<file path="src/rtl/sens_pkg.sv">
package sens_pkg;

  // true when the frame clock count lies inside the integrator reset window
  function automatic logic in_reset_window(input int unsigned clk_no,
                                           input int unsigned win_len);
    return (clk_no >= 1) && (clk_no <= win_len);
  endfunction

  // clock number of the frame on which integration restarts
  function automatic int unsigned integ_start_clk(input int unsigned win_len);
    return win_len + 1;
  endfunction

  // clock number of the frame on which the token leaves the chain
  function automatic int unsigned exit_clk(input int unsigned npix);
    return npix + 1;
  endfunction

endpackage

</file>
<file path="src/rtl/sens_start_detect.sv">
module sens_start_detect (
  input  logic clk,
  input  logic rst,
  input  logic si,
  input  logic busy,
  output logic start,
  output logic si_rise,
  output logic proto_err
);
  logic si_prev;

  assign si_rise = si && !si_prev;
  assign start   = si_rise && !busy;

  always_ff @(posedge clk) begin
    if (rst) begin
      si_prev   <= 1'b0;
      proto_err <= 1'b0;
    end else begin
      si_prev <= si;
      if (si_rise && busy) proto_err <= 1'b1;
    end
  end

  // an edge during a frame must leave the flag set
  assert_err_on_busy_edge_R8: assert property (@(posedge clk) disable iff (rst)
    (si_rise && busy) |=> proto_err);

  // flag is sticky
  assert_err_sticky_R8: assert property (@(posedge clk) disable iff (rst)
    proto_err |=> proto_err);

  // a level held high never starts twice
  assert_no_level_start_R9: assert property (@(posedge clk) disable iff (rst)
    start |=> !start);
endmodule

</file>
<file path="src/rtl/sens_token_chain.sv">
module sens_token_chain #(
  parameter int NPIX = 128,
  localparam int IW = $clog2(NPIX)
) (
  input  logic            clk,
  input  logic            rst,
  input  logic            start,
  output logic [NPIX-1:0] token,
  output logic [IW-1:0]   idx,
  output logic            busy
);
  function automatic logic [IW-1:0] onehot_to_idx(input logic [NPIX-1:0] v);
    logic [IW-1:0] r;
    r = '0;
    for (int i = 0; i < NPIX; i++)
      if (v[i]) r = r | IW'(i);
    return r;
  endfunction

  for (genvar g = 0; g < NPIX; g++) begin : g_stage
    always_ff @(posedge clk) begin
      if (rst) token[g] <= 1'b0;
      else if (g == 0) token[g] <= start;
      else token[g] <= token[(g == 0) ? 0 : g-1];
    end
  end

  assign busy = |token;
  assign idx  = onehot_to_idx(token);

  // only one token at any time
  assert_single_token_R3: assert property (@(posedge clk) disable iff (rst)
    $onehot0(token));

  // token advances exactly one stage per clock
  assert_token_walk_R3: assert property (@(posedge clk) disable iff (rst)
    (busy && !token[NPIX-1]) |=> (token == ($past(token) << 1)));

  // token leaves the chain after the last stage
  assert_token_exit_R4: assert property (@(posedge clk) disable iff (rst)
    token[NPIX-1] |=> !busy);
endmodule

</file>
<file path="src/rtl/sens_phase_timer.sv">
module sens_phase_timer
  import sens_pkg::*;
#(
  parameter int NPIX     = 128,
  parameter int RST_CLKS = 18,
  localparam int CW = $clog2(NPIX + 2)
) (
  input  logic clk,
  input  logic rst,
  input  logic start,
  output logic hold_strobe,
  output logic integ_rst,
  output logic integ_active,
  output logic frame_live
);
  logic [CW-1:0] clk_no;  // clock number of the current frame, 0 when idle

  always_ff @(posedge clk) begin
    if (rst) begin
      clk_no       <= '0;
      integ_active <= 1'b0;
    end else begin
      if (start) clk_no <= CW'(1);
      else if (clk_no == CW'(NPIX)) clk_no <= '0;
      else if (clk_no != '0) clk_no <= clk_no + CW'(1);

      if (start) integ_active <= 1'b0;
      else if (int'(clk_no) + 1 == int'(integ_start_clk(RST_CLKS))) integ_active <= 1'b1;
    end
  end

  assign frame_live  = (clk_no != '0);
  assign hold_strobe = (clk_no == CW'(1));
  assign integ_rst   = in_reset_window(int'(clk_no), RST_CLKS);

  // hold strobe lasts one cycle
  assert_hold_one_cycle_R5: assert property (@(posedge clk) disable iff (rst)
    hold_strobe |=> !hold_strobe);

  // the window begins together with the hold strobe
  assert_reset_with_hold_R6: assert property (@(posedge clk) disable iff (rst)
    $rose(hold_strobe) |-> integ_rst);

  // integration begins exactly when reset releases
  assert_integ_after_reset_R7: assert property (@(posedge clk) disable iff (rst)
    $fell(integ_rst) |-> integ_active);
endmodule

</file>
<file path="src/rtl/sens_readout_seq.sv">
module sens_readout_seq #(
  parameter int NPIX     = 128,
  parameter int RST_CLKS = 18,
  localparam int IW = $clog2(NPIX)
) (
  input  logic            clk,
  input  logic            rst,
  input  logic            si,
  output logic [NPIX-1:0] pix_sel,
  output logic [IW-1:0]   pix_idx,
  output logic            hold_strobe,
  output logic            integ_rst,
  output logic            out_en,
  output logic            integ_active,
  output logic            proto_err
);
  logic start_evt;
  logic si_rise_evt;
  logic chain_busy;
  logic timer_live;

  sens_start_detect u_start (
    .clk       (clk),
    .rst       (rst),
    .si        (si),
    .busy      (chain_busy),
    .start     (start_evt),
    .si_rise   (si_rise_evt),
    .proto_err (proto_err)
  );

  sens_token_chain #(.NPIX(NPIX)) u_chain (
    .clk   (clk),
    .rst   (rst),
    .start (start_evt),
    .token (pix_sel),
    .idx   (pix_idx),
    .busy  (chain_busy)
  );

  sens_phase_timer #(.NPIX(NPIX), .RST_CLKS(RST_CLKS)) u_timer (
    .clk          (clk),
    .rst          (rst),
    .start        (start_evt),
    .hold_strobe  (hold_strobe),
    .integ_rst    (integ_rst),
    .integ_active (integ_active),
    .frame_live   (timer_live)
  );

  assign out_en = chain_busy;

  // reset returns every flag to idle
  assert_reset_idle_R1: assert property (@(posedge clk)
    rst |=> (!out_en && !integ_active && !proto_err && !hold_strobe));

  // start puts token in stage 0 with hold
  assert_start_stage0_R2: assert property (@(posedge clk) disable iff (rst)
    start_evt |=> (pix_sel[0] && hold_strobe && out_en));

  // chain and timer agree on frame extent
  assert_phase_align_R4: assert property (@(posedge clk) disable iff (rst)
    out_en == timer_live);
endmodule

</file>
<file path="config.mk">
export PLATFORM = sky130hd
export DESIGN_NAME = sens_readout_seq
export DESIGN_NICKNAME = d
export VERILOG_FILES = /design/src/rtl/sens_pkg.sv /design/src/rtl/sens_start_detect.sv /design/src/rtl/sens_token_chain.sv /design/src/rtl/sens_phase_timer.sv /design/src/rtl/sens_readout_seq.sv
export SDC_FILE = /design/constraint.sdc
export NUM_CORES = 1
export LEC_CHECK = 0
export ABC_CLOCK_PERIOD_IN_PS = 4780
export BUFFER_PORTS_ARGS = -buffer_cell sky130_fd_sc_hd__buf_4
export CAP_MARGIN = 0
export CORE_MARGIN = 3
export CORE_UTILIZATION = 55
export CTS_BUF_LIST = sky130_fd_sc_hd__clkbuf_4 sky130_fd_sc_hd__clkbuf_8
export CTS_CLUSTER_DIAMETER = 60
export DETAILED_ROUTE_END_ITERATION = 8
export PLACE_DENSITY = 0.84
export SETUP_SLACK_MARGIN = 0.15
export SLEW_MARGIN = 20
export SYNTH_ARGS = -nofsm -noshare
export SYNTH_HDL_FRONTEND = slang
export SYNTH_HIERARCHICAL = 1
export SYNTH_SLANG_ARGS = --single-unit
</file>
<file path="constraint.sdc">
create_clock -name clk -period 4.78 [get_ports clk]
set_clock_uncertainty 0.05 [all_clocks]
set_input_delay 0.239 -clock clk [delete_from_list [all_inputs] [get_ports clk]]
set_output_delay 0.239 -clock clk [all_outputs]
set_load 0.01 [all_outputs]
</file>
==> impl_metrics.yaml <==
yosys:
  yosysWarnings: 6
  synth_area_mm2: 0.00478
  syn_inst: 462
  syn_nets: 470
  avgSynthCellArea_um2: 10.3
route:
  routedWlPerCell_um: 19.4
  vias_per_cell: 5.68
  drt-initial-drc-count: 274
  detail-route-antenna-nets: 0
  wirelength_um: 14100
  vias: 4115
  dr.pass1.iters: 5
  drcViolationCount: 0
place:
  pre_cts_slack_ns: 2.22
  port_buffers: 142
  gp_congestion: 0.998
  dpl.hpwl_um: 10400
clock_network:
  clock-sinks: 139
  numCtsBuffers: 17
  cts_setup_buffers: 0
  cts-root-buf: "clkbuf_8"
  cts_tree: "built"
  cts_max_level: 4
  worstSkewPairLatency_ns: 0.43
  clk_pin_slew_ns: 0.07
  clockBufferDepth: 2
  cts_resized: 0
  hold_buffers: 1
pwr:
  p_seq_share_pct: 50.3
  pwr-share-comb_pct: 3.2
  leakage_uw: 0.00297
  clockPowerShare_pct: 46.5
  internal-power_uw: 1820
  switching_share_pct: 21.6
  vdd_drop_max_uv: 274
  p_sw_uw: 500
  power.density_mw_per_mm2: 364
critical_path:
  r2r-start: "u_chain/token[68]"
  arrival_ns: 2.37
  cp-startpoint: "u_chain/token[68]"
  path_class: "register to primary output"
  startpoint_type: "register"
  critPathRequiredTime_ns: 4.49
  end_kind: "primary output"
  crit_fanout: 3
die:
  placementRows: 33
  die_h_um: 99.2
  start_util_pct: 57.3
  num_io_pins: 143
  die_area_mm2: 0.00984
  fp.dieW_um: 99.2
  core_mm2: 0.00834
timing:
  worstMarginPinSlew_ns: 0.737
  max_freq_ghz: 0.376
  setup_tns_ns: 0
  slew_headroom_pct: 50.4
  maxSlewViolCount: 0
  setup_viol: 0
  period_needed_ns: 2.66
  fin_crit_sh_pct: 55.7
  finalHoldViolations: 0
  setup_ws_ns: 2.12
  rsz0062_at_grt: "false"
global_routing:
  first_global_vias: 3974
  antenna_found_initial: 0
  grt.overflow.total: 0
  grt_pass1_wl_um: 21900
  track_usage_pct: 28.7
  grt_max_degree: 69
finish:
  final_common_cell: "buf_4"
  final_cell_mix: "buf_4 (143), dfxtp_1 (139), nor2b_1 (130)"
  layout-drive-gt1-share_pct: 30.3
  fillCellCount: 618
  diodes: 0
  layout.nets: 616
  layout-area-overhead-vs-synth_pct: 33.2
hold_path:
  hp-class: "input port to register"
  hp-start: "rst"
run_status:
  status: "completed"
flow_run:
  maxCapViolCount: 0
per-stage QoR:
stage	hold slack (ns)	power (µW)	std cells	utilization (%)	area, µm²
2_1_floorplan	0.258	1240	462	-	4780
3_3_place_gp	0.390	1260	693	70.7	5900
3_5_place_dp	0.396	1270	693	70.7	5900
4_1_cts	0.276	2320	725	76.3	6370
5_1_grt	0.314	2390	725	76.3	6370
6_report	0.273	2320	725	76.3	6370
per-layer routing:
layer | up-vias | track usage, % | share of wire (%)
li1 | 1879 | - | -
met1 | 1956 | 37.5 | 41
met2 | 232 | 44.9 | 47
met3 | 48 | 7.64 | 8.4
met4 | 0 | 12.9 | 3.3
met5 | - | 0 | 0
power groups by stage:
stage / Clock (µW) / Combinational [µW] / Sequential, µW
after CTS: 1080 / 73.0 / 1170
after global routing: 1140 / 80.7 / 1170
final: 1080 / 73.2 / 1170
after floorplan: 0 / 46.7 / 1190
after global placement: 0 / 69.0 / 1190
after detailed placement: 0 / 70.5 / 1190
worst max-delay path, cell delays in order (launching register included):
cell and delay (ns):
dfxtp_1 0.33, nor4_1 0.58, nand4_1 0.29, nor4_1 0.31
nand4_1 0.22, buf_4 0.22
registers in the layout (all words and copies together) (netlist names):
| signal | flops |
|---|---|
| u_start/proto_err | 1 |
| u_chain/token | 128 |
| u_timer/clk_no | 8 |
| u_timer/integ_active | 1 |
| u_start/si_prev | 1 |
cell type report:
class,instances,area [µm²],share of cell area [%]
clock buffers,18,241,3.79
clock inverters,13,218,3.42
inverters,5,18.8,0.295
multi-input cells,301,1890,29.7
flip-flops and latches,139,2780,43.7
well taps,105,131,2.06
repair buffers,144,1080,17.0
final timing paths:
kind | cells past startpoint | endpoint | slack, ns
hold reg to reg | 2 | u_start/proto_err | 0.41
setup reg to reg | 8 | u_timer/clk_no[2] | 2.13
setup / recovery | 5 | out_en | 2.12
hold / removal | 2 | u_start/si_prev | 0.27
Power figures use the tool's default switching activity.
